File: src/rtl/bmd_pkg.sv
package bmd_pkg;

    localparam int ADDR_W = 24;

    typedef enum logic [1:0] {
        RG_RAM = 2'd0,
        RG_ROM = 2'd1,
        RG_ICU = 2'd2,
        RG_IO  = 2'd3
    } region_e;

    typedef struct packed {
        logic armed;
    } boot_state_t;

endpackage

File: src/rtl/bmd_region_decode.sv
module bmd_region_decode
    import bmd_pkg::*;
(
    input  logic [ADDR_W-1:0] addr_i,
    input  logic              alt_i,
    input  logic              boot_i,
    output region_e           region_o
);

    logic std_icu, std_rom, std_io;
    logic alt_icu, alt_rom, alt_io;
    logic hit_icu, hit_rom, hit_io;
    logic unused_addr_bits;

    assign unused_addr_bits = ^{addr_i[10:9], addr_i[7:0]};

    always_comb begin
        // standard map
        std_icu = &addr_i[23:11];
        std_rom = (addr_i[23:16] == 8'hFF) && !addr_i[15];
        std_io  = (addr_i[23:16] == 8'hFE)
               || ((addr_i[23:16] == 8'hFF) && addr_i[15] && (addr_i[14:12] != 3'b111));
        // alternate map, bit 18 left out of the PROM term on purpose
        alt_icu = (&addr_i[23:11]) && !addr_i[8];
        alt_io  = (addr_i[23:22] == 2'b11) && (addr_i[21:16] == 6'd0);
        alt_rom = (addr_i[23:19] == 5'd0) && (addr_i[17:15] == 3'd0);

        hit_icu = alt_i ? alt_icu : std_icu;
        hit_io  = alt_i ? alt_io  : std_io;
        hit_rom = alt_i ? alt_rom : std_rom;

        if (!alt_i && boot_i)  region_o = RG_ROM;
        else if (hit_icu)      region_o = RG_ICU;
        else if (hit_io)       region_o = RG_IO;
        else if (hit_rom)      region_o = RG_ROM;
        else                   region_o = RG_RAM;
    end

endmodule

File: src/rtl/bmd_boot_flag.sv
module bmd_boot_flag
    import bmd_pkg::*;
(
    input  logic clk_i,
    input  logic rst_ni,
    input  logic cyc_i,
    input  logic wr_i,
    input  logic ready_i,
    output logic boot_o
);

    boot_state_t st_d, st_q;

    always_comb begin
        st_d = st_q;
        if (cyc_i && wr_i && ready_i) begin
            st_d.armed = 1'b0;
        end
    end

    always_ff @(posedge clk_i or negedge rst_ni) begin
        if (!rst_ni) st_q <= '{armed: 1'b1};
        else         st_q <= st_d;
    end

    assign boot_o = st_q.armed;

endmodule

File: src/rtl/bmd_wait_seq.sv
module bmd_wait_seq #(
    parameter int MAX_WAIT = 3,
    localparam int WAIT_W  = $clog2(MAX_WAIT + 1)
) (
    input  logic              clk_i,
    input  logic              rst_ni,
    input  logic              cyc_i,
    input  logic [WAIT_W-1:0] wait_i,
    output logic              ready_o
);

    typedef struct packed {
        logic              active;
        logic [WAIT_W-1:0] cnt;
    } wait_state_t;

    wait_state_t st_d, st_q;

    always_comb begin
        st_d    = st_q;
        ready_o = 1'b0;
        if (!cyc_i) begin
            st_d.active = 1'b0;
            st_d.cnt    = '0;
        end else if (!st_q.active) begin
            if (wait_i == '0) begin
                ready_o = 1'b1;
            end else begin
                st_d.active = 1'b1;
                st_d.cnt    = wait_i - 1'b1;
            end
        end else if (st_q.cnt == '0) begin
            ready_o     = 1'b1;
            st_d.active = 1'b0;
        end else begin
            st_d.cnt = st_q.cnt - 1'b1;
        end
    end

    always_ff @(posedge clk_i or negedge rst_ni) begin
        if (!rst_ni) st_q <= '0;
        else         st_q <= st_d;
    end

endmodule

File: src/rtl/bootmap_decoder.sv
module bootmap_decoder
    import bmd_pkg::*;
#(
    parameter bit MAP_FROM_PIN = 1'b1,
    parameter bit FIXED_ALT    = 1'b0,
    parameter int MAX_WAIT     = 3,
    parameter int STD_ROM_WAIT = 1,
    parameter int STD_ICU_WAIT = 1,
    parameter int STD_IO_WAIT  = 1,
    parameter int ALT_ROM_WAIT = 1,
    parameter int ALT_IO_WAIT  = 1
) (
    input  logic        clk_i,
    input  logic        rst_ni,
    input  logic [23:0] addr_i,
    input  logic        cyc_i,
    input  logic        wr_i,
    input  logic        alt_i,
    output logic        sel_rom_o,
    output logic        sel_icu_o,
    output logic        sel_io_o,
    output logic        sel_ram_o,
    output logic        ready_o
);

    localparam int WAIT_W = $clog2(MAX_WAIT + 1);
    localparam logic [WAIT_W-1:0] W_STD_ROM = WAIT_W'(STD_ROM_WAIT);
    localparam logic [WAIT_W-1:0] W_STD_ICU = WAIT_W'(STD_ICU_WAIT);
    localparam logic [WAIT_W-1:0] W_STD_IO  = WAIT_W'(STD_IO_WAIT);
    localparam logic [WAIT_W-1:0] W_ALT_ROM = WAIT_W'(ALT_ROM_WAIT);
    localparam logic [WAIT_W-1:0] W_ALT_IO  = WAIT_W'(ALT_IO_WAIT);

    logic              alt_eff;
    logic              boot_q;
    region_e           region;
    logic [WAIT_W-1:0] wait_n;
    logic              ready;

    generate
        if (MAP_FROM_PIN) begin : g_map_pin
            assign alt_eff = alt_i;
        end else begin : g_map_fixed
            logic unused_alt_pin;
            assign unused_alt_pin = alt_i;
            assign alt_eff        = FIXED_ALT;
        end
    endgenerate

    bmd_region_decode u_decode (
        .addr_i   (addr_i),
        .alt_i    (alt_eff),
        .boot_i   (boot_q),
        .region_o (region)
    );

    always_comb begin
        wait_n = '0;
        unique case (region)
            RG_ROM:  wait_n = alt_eff ? W_ALT_ROM : W_STD_ROM;
            RG_ICU:  wait_n = alt_eff ? '0        : W_STD_ICU;
            RG_IO:   wait_n = alt_eff ? W_ALT_IO  : W_STD_IO;
            default: wait_n = '0;
        endcase
    end

    bmd_wait_seq #(.MAX_WAIT(MAX_WAIT)) u_wait (
        .clk_i   (clk_i),
        .rst_ni  (rst_ni),
        .cyc_i   (cyc_i),
        .wait_i  (wait_n),
        .ready_o (ready)
    );

    bmd_boot_flag u_boot (
        .clk_i   (clk_i),
        .rst_ni  (rst_ni),
        .cyc_i   (cyc_i),
        .wr_i    (wr_i),
        .ready_i (ready),
        .boot_o  (boot_q)
    );

    assign sel_rom_o = cyc_i && (region == RG_ROM);
    assign sel_icu_o = cyc_i && (region == RG_ICU);
    assign sel_io_o  = cyc_i && (region == RG_IO);
    assign sel_ram_o = cyc_i && (region == RG_RAM);
    assign ready_o   = ready;

endmodule

File: config.mk
export PLATFORM = sky130hd
export DESIGN_NAME = bootmap_decoder
export DESIGN_NICKNAME = d
export VERILOG_FILES = /design/src/rtl/bmd_pkg.sv /design/src/rtl/bmd_region_decode.sv /design/src/rtl/bmd_boot_flag.sv /design/src/rtl/bmd_wait_seq.sv /design/src/rtl/bootmap_decoder.sv
export SDC_FILE = /design/constraint.sdc
export NUM_CORES = 1
export LEC_CHECK = 0
export CAP_MARGIN = 0
export CORE_MARGIN = 5
export CORE_UTILIZATION = 35
export DETAILED_ROUTE_END_ITERATION = 6
export PLACE_DENSITY = 0.93
export SYNTH_ARGS = -nofsm -noshare
export SYNTH_HDL_FRONTEND = slang
export SYNTH_SLANG_ARGS = --single-unit
export TNS_END_PERCENT = 1
File: constraint.sdc
create_clock -name clk_i -period 4.9 [get_ports clk_i]
set_clock_uncertainty 0.05 [all_clocks]
set_input_delay 0.98 -clock clk_i [delete_from_list [all_inputs] [get_ports clk_i]]
set_output_delay 0.98 -clock clk_i [all_outputs]
set_load 0.005 [all_outputs]
After elaboration in Yosys (flattened, before gate mapping)

Index checks and enable logic that the tools add are counted.

Add/sub/neg operators: 2
Equal/unequal tests: 9
Mux-type cells: 18
Reductions and logical operators: 26

Operators with widths:

| operator            | count |
|---|---|
| $eq 8x8->1 const B  | 2 |
| $logic_and 1x1->1   | 13 |
| $reduce_and 13->1   | 1 |
| $mux 1              | 10 |
| $mux 3              | 3 |
| $mux 2              | 4 |
| $eq 2x2->1 const B  | 3 |
| $logic_not 2->1     | 3 |
| $logic_not 6->1     | 1 |
| $ne 3x3->1 const B  | 2 |
| $logic_not 5->1     | 1 |
| $logic_not 1->1     | 3 |
| $logic_not 3->1     | 1 |
| $ne 3x2->1 const B  | 1 |
| $eq 2x1->1 const B  | 1 |
| $pmux 1 s2          | 1 |
| $reduce_and 2->1    | 1 |
| $reduce_or 2->1     | 1 |
| $sub 1x1->2 const B | 1 |
| $sub 2x1->2 const B | 1 |
| $logic_or 1x1->1    | 1 |

Register bits after elaboration: 4
Input bits: 29
Logic and storage cells: 58

Logic depth before layout (Yosys ltp)

Depth in word-level cells: 16
Gate-level depth with buffers: 6
Depth with buffers taken out: 6

Cells and area by module

Synthesis repeated with hierarchy kept, for this count alone.

Cells, all modules: 52
Area total of the unflattened synthesis: 417.9 µm²

By module, submodules not included:

| module            | times used | cells an instance | area an instance (µm²) | seq. area each (µm²) |
|---|---|---|---|---|
| bmd_wait_seq      | 1          | 20                | 183.9                  | 75.1 |
| bmd_region_decode | 1          | 21                | 151.4                  | 0.0 |
| bootmap_decoder   | 1          | 8                 | 46.3                   | 0.0 |
| bmd_boot_flag     | 1          | 3                 | 36.3                   | 26.3 |

Worst setup path before layout

Ideal clock, no wire load.

Kind: in2out
Start: in addr_i[20]
End: out sel_io_o
Arrival time: 1.936 ns
Setup slack: 1.934 ns
Stages on the path: 4
Buffers on the path: 0
Cell sequence: nor4_4 > nand3b_2 > o32ai_4 > and3_1

Word-level cells in the longest chain between the ends: 10
Elaborated cells between the ends (all ways): 21

RTL lines:

| element                        | RTL line                                         | source |
|---|---|---|
| start, declared                | bootmap_decoder.sv:15                            | `input logic [23:0] addr_i,` |
| $eq 8x8->1                     | bmd_region_decode.sv:20, bmd_region_decode.sv:22 |  |
| $logic_and 1x1->1 (2 in a row) | bmd_region_decode.sv:22                          | `\|\| ((addr_i[23:16] == 8'hFF) && addr_i[15] && (addr_i[14:12] != 3'b111));` |
| $logic_or 1x1->1               | bmd_region_decode.sv:22                          |  |
| $mux 1                         | bmd_region_decode.sv:29                          | `hit_io = alt_i ? alt_io : std_io;` |
| $mux 2                         | bmd_region_decode.sv:34                          | `else if (hit_io) region_o = RG_IO;` |
| $mux 2 (*)                     | bmd_region_decode.sv:33                          | `else if (hit_icu) region_o = RG_ICU;` |
| $mux 2 (*)                     | bmd_region_decode.sv:32                          | `if (!alt_i && boot_i) region_o = RG_ROM;` |
| $eq 2x2->1 (*)                 | bootmap_decoder.sv:85                            | `assign sel_io_o = cyc_i && (region == RG_IO);` |
| $logic_and 1x1->1 (*)          | bootmap_decoder.sv:85                            |  |
| end, declared                  | bootmap_decoder.sv:21                            | `output logic sel_io_o,` |

Mark *: on every way between the ends. The rest lies on a longest branch, timed or not.

Worst setup path in the final report

Ends and elaborated chain as after synthesis.

==> impl_metrics.json <==
{
  "htree_levels": 1,
  "startpoint_type": "input pin",
  "synth_compound_area_frac": 0.166,
  "yosys.area_share.simple": 0.532,
  "cp.arrival_ns": 3.07,
  "synthMuxAreaShare": 0,
  "drtIter0Drc": 22,
  "ff_latch_area_sq_um": 101,
  "hold_start": "u_boot.boot_o$_DFFE_PN1P_",
  "dp.cells": 91,
  "critPathRequiredTime_ns": 3.87,
  "first_global_vias": 528,
  "dr.pass1.iters": 4,
  "drc": 0,
  "drv_cap": 0,
  "tritoncts": "yes",
  "yosysSeqAreaShare": 0.217,
  "final_cells": 95,
  "holdPathEnd": "u_boot.boot_o$_DFFE_PN1P_",
  "worst_slew_pin_slew_ns": 0.380,
  "worst_slack_ns": 0.803,
  "synth_top_family_by_area": "simple AND/OR/NAND/NOR gates",
  "finalSetupViolCount": 0,
  "n_antenna_cell": 0,
  "r2r_slack_ns": 3.65,
  "nets": 111,
  "antenna_found_initial": 0,
  "whs_path_depth": 1,
  "fillCellCount": 110,
  "via_count": 544,
  "ios": 34,
  "hpwl_um": 1090,
  "synth_xor_area_frac": 0.0187,
  "areaGrowthSynthToFinish_pct": 57.2,
  "holdWs_ns": 0.449,
  "numCtsBuffers": 3,
  "clockBufferDepth": 2,
  "cts_setup_buffers": 0,
  "synth_fp_nets": 85,
  "drt-vias-per-instance": 5.73,
  "synth_area_sq_um": 468,
  "final_antenna_net_count": 0,
  "clk_pin_slew_worst_paths_ns": 0.04,
  "vdd_drop_max_mv": 0.106,
  "hold_viol": 0,
  "die_w_um": 46.6,
  "gp_congestion": 0.779,
  "critical_path_class": "input pin to output pin",
  "wl_um": 1430,
  "cts.repair.resized": 0,
  "leakage_nw": 0.287,
  "max_freq_mhz": 244,
  "post_dp_cell_area_sq_um": 709,
  "period_share": 0.836,
  "synthAdderAreaFrac": 0.0267,
  "synthCells": 55,
  "ys_ff_latch": 4,
  "die_h_um": 46.6,
  "dp_slack_ns": 0.820,
  "slew_headroom": 0.747,
  "power_density_nw_per_um2": 151,
  "drv_slew": 0,
  "mostFrequentLayoutCells": "clkdlybuf4s50_1 (23), nand4_1 (8), nand2_1 (5), nand3_1 (4)",
  "start_util": 0.364,
  "layout_commonest_cell": "clkdlybuf4s50_1",
  "grt_pass1_wl_um": 2280,
  "drive_above_1_share": 0.113,
  "rows": 13,
  "hp-class": "flip-flop to flip-flop",
  "port_buffers": 23,
  "hold_buffers": 0,
  "syn_area_per_cell_sq_um": 8.51,
  "root_buffer": "clkbuf_4",
  "final_core_utilization": 0.573,
  "fp.coreArea_sq_um": 1280,
  "overflow": 0,
  "cp_max_fo": 8,
  "critPathCaptureType": "output pin",
  "fin_crit_ns": 4.10,
  "timing.setup.tns_ns": 0,
  "rsz0062_at_grt": "false",
  "multi_input_area_sq_um": 348,
  "clkLatencyLatePin_ns": 0.25,
  "synth_cell_type_count": 30,
  "reg2regPathDepth": 5,
  "track_usage": 0.151,
  "stdcell_area_sq_um": 736,
  "synth_warnings": 0,
  "p_total_mw": 0.111,
  "reg2reg_to": "u_wait.st_q[1]$_DFFE_PN0P_",
  "reg2reg_from": "u_wait.st_q[0]$_DFFE_PN0P_",
  "outcome": "complete, no violations",
  "dieArea_sq_um": 2170,
  "grt_max_degree": 12,
  "wl_per_cell_um": 15.1,
  "clock-sinks": 4
}
critical path, stage by stage:
cell and delay (ns):
clkdlybuf4s50_1 0.47, nor4_4 0.35, nand3b_2 0.14, o32ai_4 0.41, and3_1 0.22, clkdlybuf4s50_1 0.50
area by class of cell:
type	count	area share
Clock buffer	4	0.0357
Inverter	3	0.0153
Multi-Input combinational cell	46	0.473
Sequential cell	4	0.138
Tap cell	15	0.0255
Timing Repair Buffer	23	0.313
Yosys cell counts, drive strengths merged:
library cell  number  area share
and4b              2       0.045
o211a              1       0.021
nor4               1       0.045
dfrtp              3        0.16
dfstp              1       0.056
nand2b             2       0.027
o21ai              3       0.032
and4               2       0.040
clkbuf             1      0.0080
nor2b              1       0.013
nor4b              2       0.037
o32ai              1       0.059
nand4              8        0.11
inv                3       0.024
ha                 1       0.027
nand3b             1       0.024
nand4b             1       0.019
nand2              5       0.040
and3               3       0.040
nor3b              1       0.016
buf                1      0.0080
and2               1       0.013
o311a              1       0.021
nand3              4       0.043
nor3               2       0.021
o31ai              1       0.016
o21a               1       0.016
xnor2              1       0.019
registers in the layout (all words and copies together) (netlist names):
signal and cells:
u_wait.st_q 3, u_boot.boot_o 1
worst max-delay path by stage:
stage	start	cells after the start	endpoint
floorplan	addr_i[20]	4	sel_io_o
global placement	addr_i[20]	6	sel_io_o
detailed placement	addr_i[20]	6	sel_io_o
CTS	addr_i[20]	6	sel_io_o
global route	alt_i	6	ready_o
finish	addr_i[20]	6	sel_io_o
layer usage:
metal,vias up,global-route usage,share of wire
met4,0,0.119,0.028
met3,4,0.0234,0.075
li1,271,-,-
met2,28,0.242,0.48
met5,-,0,0
met1,241,0.176,0.41
power breakdown:
group | internal, mW | switching (mW)
Sequential | 0.0333 | 0.000160
Combinational | 0.0180 | 0.0108
Clock | 0.0309 | 0.0180
logic make-up (layout without fill, tap and decap cells):
| logic type | count (synthesis) | count (layout) |
|---|---|---|
| and+or+nand+nor | 36 | 36 |
| AOI/OAI and AO/OA | 8 | 8 |
| buffers and inverters | 5 | 30 |
| DFF | 4 | 4 |
| adders and majority gates | 1 | 1 |
| xor gates and xnor gates | 1 | 1 |
No activity file was read; power rests on OpenSTA's default activity.
